<file path="src/rtl/combo_lock_pkg.sv">
package combo_lock_pkg;
  typedef enum logic [1:0] {
    M_CHECK = 2'd0,
    M_OPEN  = 2'd1,
    M_ERR   = 2'd2
  } lock_mode_t;
endpackage

</file>
<file path="src/rtl/combo_code_bank.sv">
module combo_code_bank #(
  parameter int DIGIT_W    = 4,
  parameter int NUM_DIGITS = 3,
  localparam int IDX_W     = (NUM_DIGITS > 1) ? $clog2(NUM_DIGITS) : 1
) (
  input  logic                  clk,
  input  logic [NUM_DIGITS-1:0] load_en_i,
  input  logic [DIGIT_W-1:0]    code_i,
  input  logic [IDX_W-1:0]      sel_idx_i,
  output logic [DIGIT_W-1:0]    sel_digit_o
);
  logic [DIGIT_W-1:0] digit_q [NUM_DIGITS];

  for (genvar g = 0; g < NUM_DIGITS; g++) begin : g_digit
    always_ff @(posedge clk) begin
      if (load_en_i[g]) digit_q[g] <= code_i;
    end

    // an enabled digit holds the written data after the edge
    a_r7_digit_load: assert property (@(posedge clk)
      load_en_i[g] |=> digit_q[g] == $past(code_i));
    // a digit whose enable is low keeps its contents
    a_r7_digit_keep: assert property (@(posedge clk)
      !load_en_i[g] |=> $stable(digit_q[g]));
  end

  always_comb begin
    sel_digit_o = '0;
    for (int i = 0; i < NUM_DIGITS; i++) begin
      if (sel_idx_i == IDX_W'(i)) sel_digit_o = digit_q[i];
    end
  end
endmodule

</file>
<file path="src/rtl/combo_step_fsm.sv">
module combo_step_fsm
  import combo_lock_pkg::*;
#(
  parameter int DIGIT_W    = 4,
  parameter int NUM_DIGITS = 3,
  localparam int IDX_W     = (NUM_DIGITS > 1) ? $clog2(NUM_DIGITS) : 1,
  localparam logic [IDX_W-1:0] LAST_IDX = IDX_W'(NUM_DIGITS - 1)
) (
  input  logic               clk,
  input  logic               rst,
  input  logic               new_i,
  input  logic [DIGIT_W-1:0] value_i,
  input  logic [DIGIT_W-1:0] sel_digit_i,
  output logic [IDX_W-1:0]   step_o,
  output logic               open_o
);
  lock_mode_t       mode_q, mode_n;
  logic [IDX_W-1:0] step_q, step_n;
  logic             open_q;
  logic             hit;

  assign hit = (value_i == sel_digit_i);

  always_comb begin
    mode_n = mode_q;
    step_n = step_q;
    if (mode_q == M_CHECK && new_i) begin
      if (!hit)                    mode_n = M_ERR;
      else if (step_q == LAST_IDX) mode_n = M_OPEN;
      else                         step_n = step_q + IDX_W'(1);
    end
  end

  always_ff @(posedge clk) begin
    if (rst) begin
      mode_q <= M_CHECK;
      step_q <= '0;
      open_q <= 1'b0;
    end else begin
      mode_q <= mode_n;
      step_q <= step_n;
      open_q <= (mode_n == M_OPEN);
    end
  end

  assign step_o = step_q;
  assign open_o = open_q;

  // reset puts the machine at step 0, closed
  a_r1_reset_state: assert property (@(posedge clk)
    rst |=> (!open_q && step_q == '0 && mode_q == M_CHECK));
  // a wrong strobed digit during checking leads to the error state
  a_r3_miss_to_err: assert property (@(posedge clk) disable iff (rst)
    (mode_q == M_CHECK && new_i && value_i != sel_digit_i) |=> (mode_q == M_ERR && !open_q));
  // no strobe, no movement
  a_r4_idle_hold: assert property (@(posedge clk) disable iff (rst)
    !new_i |=> ($stable(step_q) && $stable(mode_q) && $stable(open_q)));
  // opening needs a strobe at the last step
  a_r2_open_cause: assert property (@(posedge clk) disable iff (rst)
    $rose(open_q) |-> ($past(new_i) && $past(step_q) == LAST_IDX));
  // open is absorbing
  a_r5_open_sticky: assert property (@(posedge clk) disable iff (rst)
    open_q |=> open_q);
  // error is absorbing and closed
  a_r6_err_sticky: assert property (@(posedge clk) disable iff (rst)
    mode_q == M_ERR |=> (mode_q == M_ERR && !open_q));
endmodule

</file>
<file path="src/rtl/combo_lock.sv">
module combo_lock #(
  parameter int DIGIT_W    = 4,
  parameter int NUM_DIGITS = 3,
  localparam int IDX_W     = (NUM_DIGITS > 1) ? $clog2(NUM_DIGITS) : 1
) (
  input  logic                  clk,
  input  logic                  rst,
  input  logic                  new_i,
  input  logic [DIGIT_W-1:0]    value_i,
  input  logic [NUM_DIGITS-1:0] load_en_i,
  input  logic [DIGIT_W-1:0]    code_i,
  output logic                  open_o
);
  logic [IDX_W-1:0]   step;
  logic [DIGIT_W-1:0] sel_digit;

  combo_code_bank #(.DIGIT_W(DIGIT_W), .NUM_DIGITS(NUM_DIGITS)) u_bank (
    .clk         (clk),
    .load_en_i   (load_en_i),
    .code_i      (code_i),
    .sel_idx_i   (step),
    .sel_digit_o (sel_digit)
  );

  combo_step_fsm #(.DIGIT_W(DIGIT_W), .NUM_DIGITS(NUM_DIGITS)) u_fsm (
    .clk         (clk),
    .rst         (rst),
    .new_i       (new_i),
    .value_i     (value_i),
    .sel_digit_i (sel_digit),
    .step_o      (step),
    .open_o      (open_o)
  );
endmodule

</file>
<file path="config.mk">
export PLATFORM = sky130hd
export DESIGN_NAME = combo_lock
export DESIGN_NICKNAME = d
export VERILOG_FILES = /design/src/rtl/combo_lock_pkg.sv /design/src/rtl/combo_code_bank.sv /design/src/rtl/combo_step_fsm.sv /design/src/rtl/combo_lock.sv
export SDC_FILE = /design/constraint.sdc
export NUM_CORES = 1
export LEC_CHECK = 0
export BUFFER_PORTS_ARGS = -buffer_cell sky130_fd_sc_hd__buf_2
export CORE_ASPECT_RATIO = 0.9
export CORE_MARGIN = 1.5
export CORE_UTILIZATION = 55
export CTS_BUF_LIST = sky130_fd_sc_hd__clkbuf_4 sky130_fd_sc_hd__clkbuf_8
export CTS_CLUSTER_DIAMETER = 150
export DETAILED_ROUTE_END_ITERATION = 10
export PLACE_DENSITY_LB_ADDON = 0.15
export SLEW_MARGIN = 20
export SYNTH_ARGS = -nofsm -noshare
export SYNTH_HDL_FRONTEND = slang
export SYNTH_SLANG_ARGS = --single-unit
</file>
<file path="constraint.sdc">
create_clock -name clk -period 2.2 [get_ports clk]
set_clock_uncertainty 0.15 [all_clocks]
set_input_delay 0.33 -clock clk [delete_from_list [all_inputs] [get_ports clk]]
set_output_delay 0.33 -clock clk [all_outputs]
set_load 0.005 [all_outputs]
</file>
==> summary.md <==
| Metric | Value |
|---|---|
| GRT Total Usage | 0.183 |
| Vias per cell | 5.74 |
| Final Max Tran Viols | 0 |
| Worst Path Required | 2.25 ns |
| Syn_nets | 86 |
| Final number of setup-violating endpoints | 0 |
| Slew HR | 0.697 |
| WP data arrival | 2.09 ns |
| Post-Synth XOR/XNOR Area | 0.0759 |
| First-pass DRT Iterations | 6 |
| Metal3 WL | 68 um |
| CP dominant cell by count | o31ai_1 |
| Max incr delay on CP | approximately 0.57 ns |
| RSZ-0062 raised after global routing | no |
| Die height | approximately 39 um |
| Max cap viols | 0 |
| VDD IR max | between 0.0004 and 0.0005 V |
| CTS tree | done |
| Clk_lat worst skew | 0.28 ns |
| Routed wl met2 | 562 um |
| Pwr Density | 660 nW/um2 |
| Setup CP Type | reg -> reg |
| IO Pins | 15 |
| Remaining Overflow, GRT | 0 |
| Reg clk slew, reported paths | 0.09 ns |
| I/O Buffers | 14 |
| Mapped Cells | 69 |
| Drt drc | 0 |
| Crit. End Element | flip-flop |
| Detail Route Antenna Nets | 0 |
| Fmax | 0.490 GHz |
| Post-synthesis mux area share | 0.0139 |
| Gpl congestion | about 0.73 |
| Critical path cell sequence | inv_1, ha_2, o21a_1, o31ai_1, o221ai_1, or4_1, o31ai_1 |
| Sequential area share after synthesis | 0.570 |
| Via count | between 500 and 600 |
| Global-route wire length before repair | roughly 2100 um |
| Slowest cell on the critical path | or4_1 |
| Worst reg-to-reg path cell count | 7 |
| Top routing layer used | met4 |
| Clock root buffer | clkbuf_4 |
| Setup repair bufs after CTS | 0 |
| Post-layout nets | 105 |
| Most frequent cell after synthesis | edfxtp_1 |
| Num rows | 12 |
| Largest family of logic cells by synthesized area | simple AND/OR/NAND/NOR gates |
| Ys flop type | edfxtp_1 |
| Post-layout util | 0.715 |
| Total CTS buffers | 3 |
| Worst hold-check path type | in -> reg |
| CTS max path bufs | 2 |
| Cell area after synthesis | 808 um2 |
| Initial antenna violation count | 0 |
| Count of cell types in the netlist | 26 |
| Synth top area share | 0.446 |
| DP HPWL | roughly 1000 um |
| Core area | 1310 um2 |
| Sequential power share | 0.609 |
| Slew at the pin closest to its max-slew limit | ~0.45 ns |
| Worst Path Max Fanout | 6 |
| Status | complete, no violations |
| Initial Utilization | 0.619 |
| Startpoint Class | flip-flop |
| Layout cells sized above 1 | 0.241 |
| Final-report hold violation count | 0 |
| Hold Path Depth | 1 |
| Ys async rst share | 0 |
| Antenna Diode Count | 0 |
| DRT iter0 DRCs | 23 |
| Post-synthesis compound-gate area fraction | 0.121 |
| Area Growth Syn to Fin | 15.5% |
| Setup TNS | 0 ns |
| Drt total wl | 1290 um |
| Combinational share of power | 0.122 |
| Avg WL per Cell | between 10 and 15 um |
| Simple-gate portion of the synthesized area | 0.136 |
| Hold bufs inserted after CTS | 0 |
| Internal Power | 0.483 mW |
| H-Tree Depth | 1 |
| Leading area contributor after synthesis | edfxtp_1 |
| Syn Area/Cell | 11.7 um2 |
| Synth area leaders | edfxtp_1, dfxtp_1, ha_1, xor2_1, inv_1 |
| Switch share | 0.216 |
| Total die area | between 1500 and 2000 um2 |
| Synth warnings | 0 |
| Number of global-route vias before repair | 495 |
| Clock share of power | 0.269 |
| Share of the clock period used by the worst path after layout | 0.928 |
| Clk sinks | 17 |
| Synth Area in Adders | 0.0464 |
| Synth top cells by count | edfxtp_1, inv_1, dfxtp_1 |
| Post-synth EDFFs | 12 |
| Largest net degree at the start of global routing | 10 |
| Die X | 43.4 um |
| Tmin final | 2.04 ns |
| WL met1 | 649 um |
| Seq cells post-synth | 17 |
| Net Sw Power | between 0.1 and 0.15 mW |
| Leakage | 0.368 nW |
-- worst paths after layout --
check             startpoint                   end  slack, ns
max          u_fsm.step_o[0]       u_fsm.step_o[1]       0.16
min                code_i[1]  u_bank.digit_q[0][9]       0.10
max reg2reg  u_fsm.step_o[0]       u_fsm.step_o[1]       0.16
min reg2reg  u_fsm.mode_q[1]          u_fsm.open_o       0.34
-- cell type report --
type / count / area (um2)
Clock buffer: 4 / 30.0
Fill cell: 104 / 373
Inverter: 8 / 30.0
Multi-Input combinational cell: 44 / 325
Sequential cell: 17 / 460
Tap cell: 14 / 17.5
Timing Repair Buffer: 14 / 70.1
-- metal layers --
| metal | vias to the layer above | global-route usage |
|---|---|---|
| met5 | - | 0 |
| met4 | 0 | 0.0909 |
| met3 | 2 | 0.0415 |
| met2 | 22 | 0.287 |
| met1 | 267 | 0.240 |
| li1 | 289 | - |
-- logic make-up after synthesis --
group / after synthesis
AO/OA/AOI/OAI: 13
adder cells (fa/ha/maj): 3
XOR/XNOR: 7
flip-flops: 17
multiplexers: 1
buffers and inverters: 8
AND/OR/NAND/NOR: 20
-- repair_timing --
item,4_1_cts,5_1_grt
endpoints found under the hold margin,0,0
resized for setup,0,2
endpoints found under the setup margin,0,2
-- critical path: cells and delay by family, from the launching register on --
kind / cells / cell delay (ns)
AO/OA/AOI/OAI: 4 / 0.58
AND/OR/NAND/NOR: 1 / 0.57
flip-flops: 1 / 0.36
adder cells (fa/ha/maj): 1 / 0.23
buffers and inverters: 1 / 0.08
-- power by group through the flow --
| stage | registers [mW] | clock network (mW) | logic (mW) |
|---|---|---|---|
| 6_report | 0.375 | 0.166 | 0.0753 |
| 2_1_floorplan | 0.380 | 0 | 0.0432 |
| 3_3_place_gp | 0.382 | 0 | 0.0715 |
| 4_1_cts | 0.375 | 0.171 | 0.0728 |
| 3_5_place_dp | 0.382 | 0 | 0.0724 |
| 5_1_grt | 0.377 | 0.187 | 0.0838 |
-- flip-flops by register name (all words and copies together) (netlist names) --
register        cells
u_bank.digit_q     12
u_fsm.step_o        2
u_fsm.mode_q        2
u_fsm.open_o        1
-- cells in the final DEF, fill, tap and decap left out, drive strengths merged --
master  count
o21a        1
clkbuf      4
o32a        1
a21o        1
edfxtp     12
dfxtp       5
xor2        4
o221ai      1
ha          3
inv         8
nand2b      3
nand3       4
a222oi      1
o31ai       2
or4         1
a21oi       2
nand4b      2
a311oi      1
nor4        1
o22ai       2
xnor2       3
nand2       2
buf        14
mux2        1
or2b        1
nor3        2
nor2        4
a31oi       1
-- through the flow --
step           power, mW  worst slack (ns)  cells  area (um2)  hold WS (ns)
2_1_floorplan      0.423             0.231     69         808         0.252
3_3_place_gp       0.453             0.117     97         896         0.320
3_5_place_dp       0.454            0.0565     97         896         0.324
4_1_cts            0.618            0.0383    101         926        0.0948
5_1_grt            0.648            0.0548    101         933        0.0783
6_report           0.616             0.159    101         933         0.100
No activity file was read; power rests on OpenSTA's default activity.
